<file path="src/rtl/dgf_pkg.sv">
package dgf_pkg;

  localparam int CODE_W  = 4;
  localparam int MAX_RUN = 8;
  localparam int RUN_W   = $clog2(MAX_RUN + 1);

  typedef enum logic [1:0] {
    RATE_CLK  = 2'd0,
    RATE_DIV2 = 2'd1,
    RATE_DIV4 = 2'd2
  } rate_e;

  typedef struct packed {
    logic             bypass;
    rate_e            rate;
    logic [RUN_W-1:0] run_len;
  } flt_cfg_t;

  // Map a filter code to its sample rate and run length
  function automatic flt_cfg_t decode_code(input logic [CODE_W-1:0] c);
    flt_cfg_t r;
    r.bypass  = 1'b0;
    r.rate    = RATE_CLK;
    r.run_len = RUN_W'(1);
    case (c)
      CODE_W'(1): r.run_len = RUN_W'(2);
      CODE_W'(2): r.run_len = RUN_W'(4);
      CODE_W'(3): r.run_len = RUN_W'(8);
      CODE_W'(4): begin r.rate = RATE_DIV2; r.run_len = RUN_W'(6); end
      CODE_W'(5): begin r.rate = RATE_DIV2; r.run_len = RUN_W'(8); end
      CODE_W'(6): begin r.rate = RATE_DIV4; r.run_len = RUN_W'(6); end
      default:    r.bypass = 1'b1;
    endcase
    return r;
  endfunction

endpackage

</file>
<file path="src/rtl/dgf_sync.sv">
module dgf_sync #(
  parameter int STAGES = 2
) (
  input  logic clk,
  input  logic rst_n,
  input  logic d,
  output logic q
);
  logic [STAGES-1:0] ff_q;

  generate
    for (genvar i = 0; i < STAGES; i++) begin : g_stage
      always_ff @(posedge clk or negedge rst_n) begin
        if (!rst_n) ff_q[i] <= 1'b0;
        else        ff_q[i] <= (i == 0) ? d : ff_q[(i == 0) ? 0 : i-1];
      end
    end
  endgenerate

  assign q = ff_q[STAGES-1];
endmodule

</file>
<file path="src/rtl/dgf_rate_gen.sv">
module dgf_rate_gen
  import dgf_pkg::*;
#(
  parameter int DIV_MAX = 4
) (
  input  logic  clk,
  input  logic  rst_n,
  input  logic  clr,
  input  logic  tick,
  input  rate_e rate,
  output logic  smp_en
);
  localparam int DIV_W = $clog2(DIV_MAX);

  logic [DIV_W-1:0] div_q;
  logic [DIV_W-1:0] div_top;

  always_comb begin
    case (rate)
      RATE_DIV4: div_top = DIV_W'(3);
      RATE_DIV2: div_top = DIV_W'(1);
      default:   div_top = '0;
    endcase
  end

  // Free-running count of tick pulses, restarted on reconfiguration
  always_ff @(posedge clk or negedge rst_n) begin
    if (!rst_n)    div_q <= '0;
    else if (clr)  div_q <= '0;
    else if (tick) div_q <= (div_q == div_top) ? '0 : div_q + DIV_W'(1);
  end

  always_comb begin
    if (clr)                 smp_en = 1'b0;
    else if (rate == RATE_CLK) smp_en = 1'b1;
    else                     smp_en = tick && (div_q == div_top);
  end
endmodule

</file>
<file path="src/rtl/dgf_run_filter.sv">
module dgf_run_filter
  import dgf_pkg::*;
(
  input  logic             clk,
  input  logic             rst_n,
  input  logic             clr,
  input  logic             smp_en,
  input  logic             bypass,
  input  logic             smp,
  input  logic [RUN_W-1:0] run_len,
  output logic             level,
  output logic             rise,
  output logic             fall,
  output logic [RUN_W-1:0] run_cnt
);
  logic             last_q;
  logic             level_q;
  logic [RUN_W-1:0] run_q;
  logic [RUN_W-1:0] nxt_cnt;
  logic             same;
  logic             accept;
  logic             level_d;

  always_comb begin
    same = (run_q != '0) && (smp == last_q);
    if (!same)                nxt_cnt = RUN_W'(1);
    else if (run_q >= run_len) nxt_cnt = run_q;
    else                      nxt_cnt = run_q + RUN_W'(1);
    accept  = smp_en && (nxt_cnt >= run_len) && (smp != level_q);
    level_d = (bypass || accept) ? smp : level_q;
  end

  always_ff @(posedge clk or negedge rst_n) begin
    if (!rst_n) begin
      run_q  <= '0;
      last_q <= 1'b0;
    end else if (clr) begin
      run_q  <= '0;
      last_q <= 1'b0;
    end else if (smp_en && !bypass) begin
      run_q  <= nxt_cnt;
      last_q <= smp;
    end
  end

  always_ff @(posedge clk or negedge rst_n) begin
    if (!rst_n) begin
      level_q <= 1'b0;
      rise    <= 1'b0;
      fall    <= 1'b0;
    end else begin
      level_q <= level_d;
      rise    <= level_d & ~level_q;
      fall    <= ~level_d & level_q;
    end
  end

  assign level   = level_q;
  assign run_cnt = run_q;
endmodule

</file>
<file path="src/rtl/capin_deglitch.sv">
module capin_deglitch
  import dgf_pkg::*;
#(
  parameter int SYNC_STAGES = 2
) (
  input  logic              clk,
  input  logic              rst_n,
  input  logic              dts_tick,
  input  logic              raw_in,
  input  logic [CODE_W-1:0] flt_code,
  output logic              flt_level,
  output logic              rise_pulse,
  output logic              fall_pulse
);
  logic [CODE_W-1:0] code_q;
  logic              code_chg;
  logic              sync_lvl;
  logic              smp_en;
  logic              flt_bypass;
  logic [RUN_W-1:0]  run_len;
  logic [RUN_W-1:0]  run_cnt;
  flt_cfg_t          cfg;

  assign cfg        = decode_code(flt_code);
  assign flt_bypass = cfg.bypass;
  assign run_len    = cfg.run_len;
  assign code_chg   = (flt_code != code_q);

  always_ff @(posedge clk or negedge rst_n) begin
    if (!rst_n) code_q <= '0;
    else        code_q <= flt_code;
  end

  dgf_sync #(.STAGES(SYNC_STAGES)) u_sync (
    .clk   (clk),
    .rst_n (rst_n),
    .d     (raw_in),
    .q     (sync_lvl)
  );

  dgf_rate_gen #(.DIV_MAX(4)) u_rate (
    .clk    (clk),
    .rst_n  (rst_n),
    .clr    (code_chg),
    .tick   (dts_tick),
    .rate   (cfg.rate),
    .smp_en (smp_en)
  );

  dgf_run_filter u_run (
    .clk     (clk),
    .rst_n   (rst_n),
    .clr     (code_chg),
    .smp_en  (smp_en),
    .bypass  (flt_bypass),
    .smp     (sync_lvl),
    .run_len (run_len),
    .level   (flt_level),
    .rise    (rise_pulse),
    .fall    (fall_pulse),
    .run_cnt (run_cnt)
  );
endmodule

</file>
<file path="config.mk">
export PLATFORM = sky130hd
export DESIGN_NAME = capin_deglitch
export DESIGN_NICKNAME = d
export VERILOG_FILES = /design/src/rtl/dgf_pkg.sv /design/src/rtl/dgf_sync.sv /design/src/rtl/dgf_rate_gen.sv /design/src/rtl/dgf_run_filter.sv /design/src/rtl/capin_deglitch.sv
export SDC_FILE = /design/constraint.sdc
export NUM_CORES = 1
export LEC_CHECK = 0
export ABC_AREA = 1
export CAP_MARGIN = 20
export CORE_MARGIN = 2
export CORE_UTILIZATION = 55
export CTS_CLUSTER_DIAMETER = 50
export DETAILED_ROUTE_END_ITERATION = 8
export PLACE_DENSITY = 0.77
export SETUP_SLACK_MARGIN = 0.05
export SLEW_MARGIN = 30
export SYNTH_ARGS = -nofsm -noshare
export SYNTH_HDL_FRONTEND = slang
export SYNTH_SLANG_ARGS = --single-unit
export TNS_END_PERCENT = 20
</file>
<file path="constraint.sdc">
create_clock -name clk -period 2.5 [get_ports clk]
set_input_delay 0.5 -clock clk [delete_from_list [all_inputs] [get_ports clk]]
set_output_delay 0.5 -clock clk [all_outputs]
set_load 0.01 [all_outputs]
</file>
==> results of run 1 <==
## cell families (layout without fill, tap and decap cells)
kind of cell | after synthesis | count (layout) | share of synthesized area, %
adders and majority gates | 12 | 12 | 12.58
AOI/OAI and AO/OA | 8 | 8 | 5.976
DFF | 16 | 16 | 33.54
buffers and inverters | 33 | 77 | 10.59
and+or+nand+nor | 87 | 87 | 33.65
xor gates and xnor gates | 5 | 5 | 3.669
## per-layer routing
| metal | global-route usage [%] | up-vias | wire length [um] |
|---|---|---|---|
| li1 | - | 581 | - |
| met1 | 27.95 | 593 | 1449 |
| met2 | 45.18 | 43 | 1916 |
| met3 | 3.274 | 17 | 162 |
| met4 | 8.559 | 0 | 156 |
| met5 | 0 | - | 0 |
## path summary, 6_finish.rpt
path	end	slack, ns	cells after the start
min in group asynchronous	code_q[2]	0.63	1
worst min register to register	u_sync.q	0.38	0
worst min-delay path	u_sync.q	0.38	0
max in group asynchronous	code_q[1]	1.42	1
worst max register to register	u_run.level	0.06	18
worst max-delay path	u_run.level	-0.11	23
## Yosys cell counts (all sizes together)
master,instances
ha,12
dfrtp,16
a21oi,3
nand2,56
a31oi,1
o21ai,4
inv,33
nand4,1
xnor2,3
nor4,1
nor3,1
xor2,2
nor2,14
nand3,14
## per-stage QoR
| stage | setup TNS (ns) | hold WS (ns) | setup slack [ns] | power [W] |
|---|---|---|---|---|
| floorplan | -0.1029 | 0.2044 | -0.04341 | 0.0003766 |
| global placement | -3.838 | 0.3371 | -0.8505 | 0.0004367 |
| detailed placement | -4.478 | 0.3582 | -0.9321 | 0.0004461 |
| CTS | -0.01886 | 0.3796 | -0.01206 | 0.0006340 |
| global route | -0.6741 | 0.3792 | -0.2504 | 0.0007079 |
| finish | -0.2298 | 0.3757 | -0.1056 | 0.0006857 |
## repair_timing
action                     CTS  global route
setup buffers                5             6
setup endpoints to repair    8             3
resized for setup           33            32
pin swaps                   23            25
## sequential cells by signal, summed over array words and instances, names as in the netlist
name,count
u_run.fall,1
u_run.level,1
u_sync.q,1
u_run.run_cnt,4
u_rate.div_q,2
u_run.rise,1
u_run.last_q,1
u_sync.ff_q,1
code_q,4
## layout by cell type (no fill, tap or decap)
cell             count
a31oi_1              1
nand2_1             41
nor2_1               4
clkdlybuf4s50_1      6
nand2_4              4
xnor2_1              3
buf_8                2
a21oi_4              2
o21ai_2              2
inv_4                2
nand2_2             11
nor2_4               5
nor2_2               4
buf_4               29
buf_2                2
nor4_1               1
nand4_1              1
nor2_8               1
inv_1               23
ha_4                 6
xor2_1               2
nand3_1              6
clkbuf_4             3
buf_12               1
inv_6                1
o21ai_4              2
inv_8                1
nand3_2              7
dfrtp_1             16
nand3_4              1
a21oi_1              1
ha_1                 6
nor3_1               1
clkbuf_8             1
inv_2                6
## power breakdown
| part | internal, W | switching (W) | leakage (nW) |
|---|---|---|---|
| clock | 0.0000889 | 0.0000857 | 0.0210 |
| combinational | 0.000103 | 0.000132 | 0.710 |
| sequential | 0.000269 | 0.00000607 | 0.206 |
## layout make-up
cell class	instances	area (um^2)	area share, %
repair buffers	40	337.8	18.44
inverters	33	141.4	7.719
well taps	27	33.78	1.844
flip-flops and latches	16	400.4	21.86
multi-input cells	112	882.1	48.16
clock buffers	4	36.28	1.981
==> results.md, run 1 <==
* Status: finished, violations left
* Failing checks: setup timing
* CP endpoint kind: register
* Worst skew pair latency at 0.29 ns
* DIE AREA at 2559 um^2
* Reg-to-Reg Start: u_run.run_cnt[2]
* Htree depth at 1
* I/O Buffers at 10
* Die height at 50.59 um
* Peak supply drop at 0.0004194 V
* Critical path's slowest cell: ha_4
* Via count at 1234
* Final net count at 226
* Fin util at 91.50%
* Gr ovfl total at 0
* Final period util at 104.2%
* Hold crit path type: reg -> reg
* Clock Skews at 0.0008846 ns
* Critical path fanouts, max at 5
* Yosys top cell area share at 33.54%
* CTS sink count at 16
* Global Route Usage Sum at 24.21%
* Finished Layout Cells at 232
* Gpl congestion at 0.8888
* Max-Cap Viols at 0
* Static leakage at 0.9369 nW
* Die W at 50.59 um
* Buf/Inv on CP at 3
* Syn nets at 181
* CP max stage delay at 0.29 ns
* Initial DRC count at 39
* # IOs at 11
* Design area at 1832 um^2
* ANT cells at 0
* Crit path required time at 2.70 ns
* Post-synthesis sequential area ratio at 33.54%
* Post-synth top area cell: dfrtp_1
* Placed Area at 1511 um^2
* Row cnt at 16
* Synth warnings at 0
* Cells after Synth at 161
* Yosys cell types at 26
* Fraction of layout cells with a size suffix above 1 at 45.37%
* Clock Path Buffers at 2
* RSZ-0062 raised after global routing: yes
* Min-delay src: u_sync.ff_q[0]
* Initial core utilization at 59.63%
* Largest net degree at the start of global routing at 17
* Crit path from: flt_code[3]
* Crit Path Category: in -> reg
* Crit path DAT at 2.81 ns
* Synthesis-stage register bit count at 16
* Vias in the first global route at 1085
* Drt pass-1 iters at 4
* Fillers at 81
* Slew @ Worst Pin at 0.7221 ns
* Clock root buffer: clkbuf_4
* CTS Buf Count at 3
* Routed Antenna Nets at 0
* Final setup vio count at 3
* Avg WL per Cell at 15.88 um
* Minimum clock period at 2.606 ns
* Max Fclk at 383.8 MHz
* PD cells at 374.4 nW/um^2
* Element type at the critical path start: input pin
* Crit path max-delay family: simple AND/OR/NAND/NOR gates
* CTS tree: yes
* Max-slew headroom at 51.71%
* Top cells by area, synth: dfrtp_1 34%, nand2_1 17%, ha_1 13%, inv_1 8.5%, nand3_1 5.0%
* Hold Buf Count CTS at 0
* Mean area per synthesized cell at 7.414 um^2
* Slew Viols, Final at 0
* Mapped cell area at 1194 um^2
* Detailed placement HPWL at 2016 um
* Core Area at 2002 um^2
* Final Hold Viols at 0
* Worst-path clk slew at 0.09 ns
* Initial antenna violation count at 0
* CP cell instances: buf_8 > nor2_4 > nand2_2 > nand2_4 > nand2_4 > ha_4 > nand2_2 > inv_2 > nand3_2 > nand3_4 > nand2_1 > nand2_1 > nor2_4 > ha_4 > nand2_1 > nand2_1 > nand2_1 > nand3_1 > nand3_2 > nand2_2 > nand2_2 > nand2_2 > inv_2
* PnR worst setup slack at -0.1056 ns
* First-pass GRT wire length at 4650 um
* Via/cell ratio at 5.319
* Routed wire length at 3685 um
* Layout area overhead at 53.46%
* DRC Markers at 0
* Placed cell count at 217
No activity file was read; power rests on OpenSTA's default activity.
==> inputs of run 2 (changes only) <==
--- a/config.mk
+++ b/config.mk
@@ -7,7 +7,7 @@
 export LEC_CHECK = 0
 export ABC_AREA = 1
 export CAP_MARGIN = 20
-export CORE_MARGIN = 2
+export CORE_MARGIN = 4
 export CORE_UTILIZATION = 55
 export CTS_CLUSTER_DIAMETER = 50
 export DETAILED_ROUTE_END_ITERATION = 8
==> run 2 against run 1 <==
Against the previous run: the run still ends with setup timing left; count of clock-buffer cells in the layout stayed put; cell count is 1.3% higher; register-to-register slack worse by 0.21 ns; wire length is 33% higher; worst setup slack worse by 0.18 ns; global-route usage is 4.7 points higher; maximum frequency is 6.3% lower; clock power is 6% higher; die area is 16% higher; non-clock buffer count is 3 higher.
==> results.md, run 2 (synthesis results as in run 1) <==
* Status: finished, violations left
* Failing checks: setup timing
* Min-delay src: u_sync.ff_q[0]
* Hold EP: u_sync.q
* Final setup vio count at 3 (unchanged)
* Vias in the first global route at 1328 (+22%)
* Minimum clock period at 2.782 ns (+0.1760 ns)
* PnR worst setup slack at -0.2816 ns (-0.1760 ns)
* Most common cell after layout, fill and taps aside: nand2_1
* Initial antenna violation count at 0 (unchanged)
* Placed Area at 1531 um^2 (+1.3%)
* Static leakage at 0.9479 nW (+1.2%)
* Drt pass-1 iters at 5 (+1)
* WHS Path Cells at 0 (unchanged)
* Finished Layout Cells at 235 (+1.3%)
* CTS tree: yes
* Sw Pwr at 0.0002549 W (+14%)
* Reg-to-Reg Start: u_run.run_cnt[1]
* Via/cell ratio at 5.970 (+12%)
* Clock power share at 25.6% (about the same)
* Slew Viols, Final at 0 (unchanged)
* Minimum hold slack at 0.3906 ns (+0.01492 ns)
* Max Fclk at 359.5 MHz (-6.3%)
* First-pass GRT wire length at 5940 um (+28%)
* Slew @ Worst Pin at 0.7607 ns (+0.03859 ns)
* Core Area at 2002 um^2 (unchanged)
* Clock Skews at 0.001639 ns (+0.0007546 ns)
* Avg WL per Cell at 20.80 um (+31%)
* Detailed placement HPWL at 1994 um (-1.1%)
* Initial core utilization at 59.63% (unchanged)
* Clock root buffer: clkbuf_4
* # IOs at 11 (unchanged)
* Fillers at 55 (-32%)
* Max-slew headroom at 49.13% (-2.6 points)
* Storage cell area at 400.4 um^2 (unchanged)
* Design area at 1892 um^2 (+3.3%)
* Initial DRC count at 83 (+110%)
* ANT cells at 0 (unchanged)
* Crit path max-delay family: simple AND/OR/NAND/NOR gates
* Via count at 1403 (+14%)
* Flop pwr share at 38.0% (-2.2 points)
* RSZ-0062 raised after global routing: yes
* Most frequent cells in the layout: 36 x nand2_1, 30 x buf_4, 24 x inv_1
* Fraction of layout cells with a size suffix above 1 at 47.12% (+1.7 points)
* Global Route Usage Sum at 28.87% (+4.7 points)
* Crit path DAT at 3.03 ns (+0.22 ns)
* Int Power at 0.0004725 W (+2.4%)
* Final net count at 229 (+1.3%)
* Element type at the critical path start: input pin
* CP max stage delay at 0.30 ns (about the same)
* Gate power share at 36.4% (+2.0 points)
* CTS Buf Count at 3 (unchanged)
* Buf/Inv on CP at 5 (+2)
* Reg2reg end: u_run.level
* Placed cell count at 218 (+0.46%)
* Routed Antenna Nets at 0 (unchanged)
* Row cnt at 16 (unchanged)
* Placement Setup Slack at -0.9265 ns (+0.005569 ns)
* Htree depth at 1 (unchanged)
* Max-Cap Viols at 0 (unchanged)
* Area of the multi-input gates at 895.9 um^2 (+1.6%)
* Final period util at 111.3% (+7.0 points)
* Clock Path Buffers at 2 (unchanged)
* DRC Markers at 0 (unchanged)
* Routed wire length at 4887 um (+33%)
* CTS sink count at 16 (unchanged)
* R2r setup slk at -0.15 ns (-0.21 ns)
* Crit Path Category: in -> reg
* Gpl congestion at 0.8620 (-3.0%)
* Most frequent CP cell: nand2_2
* Hold Buf Count CTS at 0 (unchanged)
* Total power at 0.0007273 W (+6.1%)
* DIE AREA at 2980 um^2 (+16%)
* Largest net degree at the start of global routing at 17 (unchanged)
* Critical path's slowest cell: ha_1
* Crit path required time at 2.75 ns (+0.05 ns)
* Die W at 54.59 um (+7.9%)
* Switching share of total power at 35.04% (+2.4 points)
* CP endpoint kind: register
* Die height at 54.59 um (+7.9%)
* Hold crit path type: reg -> reg
* Worst skew pair latency at 0.30 ns (about the same)
* Worst-path clk slew at 0.11 ns (+0.02 ns)
* Final Hold Viols at 0 (unchanged)
* Layout area overhead at 58.49%
* I/O Buffers at 10 (unchanged)
* Critical path fanouts, max at 5 (unchanged)
* Gr ovfl total at 0 (unchanged)
* Cell count of the worst reg-to-reg path at 13 (-5)
* PD cells at 384.5 nW/um^2 (+2.7%)
* Peak supply drop at 0.0004495 V (+7.2%)
* CP cell instances: buf_8 > inv_8 > nor2_4 > nand2_4 > inv_2 > nor2_1 > ha_1 > nand2_2 > inv_2 > nand3_2 > nand3_4 > nand2_2 > nand2_1 > nor2_2 > ha_4 > a21oi_1 > nand3_2 > nand3_2 > nand2_2 > nand2_2 > nand2_1 > inv_1
-- run 2: cell count changes in the layout (fill, tap and decap cells not counted), moves of 2 or more --
cell	change
buf_12	+2
inv_2	-2
nand2_1	-5
nand2_2	+4
nand3_2	-2
nand3_4	+2
-- run 2: timing repair --
item | 4_1_cts | 5_1_grt
setup endpoints to repair | 8 | 3
gates resized for setup | 44 | 27
pin swaps | 25 | 28
endpoints found under the hold margin | 0 | 0
buffers inserted | 10 | 3
-- run 2: routing by layer --
layer / track usage (%) / part of all wire, % / wire (um) / vias to the layer above
li1: - / - / - / 588
met1: 30.77 / 37 / 1786 / 657
met2: 51.57 / 48 / 2328 / 115
met3: 4.632 / 9.0 / 441 / 43
met4: 19.09 / 6.8 / 330 / 0
met5: 0 / 0 / 0 / -
-- run 2: through the flow --
stage | utilization, % | setup TNS [ns]
floorplan | - | -0.1029
global placement | 76.50 | -3.727
detailed placement | 76.50 | -4.506
CTS | 87.19 | 0
global route | 94.50 | -1.278
finish | 94.50 | -0.7632
-- run 2: power by group through the flow --
stage,registers (W),clock network (W),logic (W)
after floorplan,0.000282,0,0.0000944
after global placement,0.000279,0,0.000161
after detailed placement,0.000280,0,0.000168
after CTS,0.000275,0.000180,0.000207
after global routing,0.000277,0.000197,0.000276
final,0.000276,0.000186,0.000265
-- run 2: how the worst max path moves through the flow --
stage	start	end	slack, ns	cells past startpoint
3_5_place_dp	flt_code[2]	u_run.fall	-0.93	23
4_1_cts	flt_code[2]	u_run.level	0.02	24
2_1_floorplan	flt_code[2]	u_run.fall	-0.04	21
5_1_grt	flt_code[2]	u_run.level	-0.36	22
6_report	flt_code[2]	u_run.level	-0.28	22
3_3_place_gp	flt_code[2]	u_run.fall	-0.82	23
-- run 2: worst register-to-register path, delay by kind of cell, from the launching register on --
family | cells | cell delay [ns]
simple gates | 6 | 0.66
flops | 1 | 0.54
fa+ha+maj | 2 | 0.45
compound gates | 2 | 0.55
buf+inv | 3 | 0.39
-- run 2: area by class of cell --
| type | count | area share [%] |
|---|---|---|
| inverter | 33 | 7.606 |
| sequential | 16 | 21.16 |
| timing repair buffer | 43 | 20.17 |
| tap | 27 | 1.786 |
| multi-input combinational | 112 | 47.35 |
| clock buffer | 4 | 1.918 |
==> inputs of run 3 (changes only) <==
--- a/config.mk
+++ b/config.mk
@@ -13,7 +13,7 @@
 export DETAILED_ROUTE_END_ITERATION = 8
 export PLACE_DENSITY = 0.77
 export SETUP_SLACK_MARGIN = 0.05
-export SLEW_MARGIN = 30
+export SLEW_MARGIN = 20
 export SYNTH_ARGS = -nofsm -noshare
 export SYNTH_HDL_FRONTEND = slang
 export SYNTH_SLANG_ARGS = --single-unit
==> results of run 3 <==
No change in the layout: final DEF, timing and power equal those of run 2.
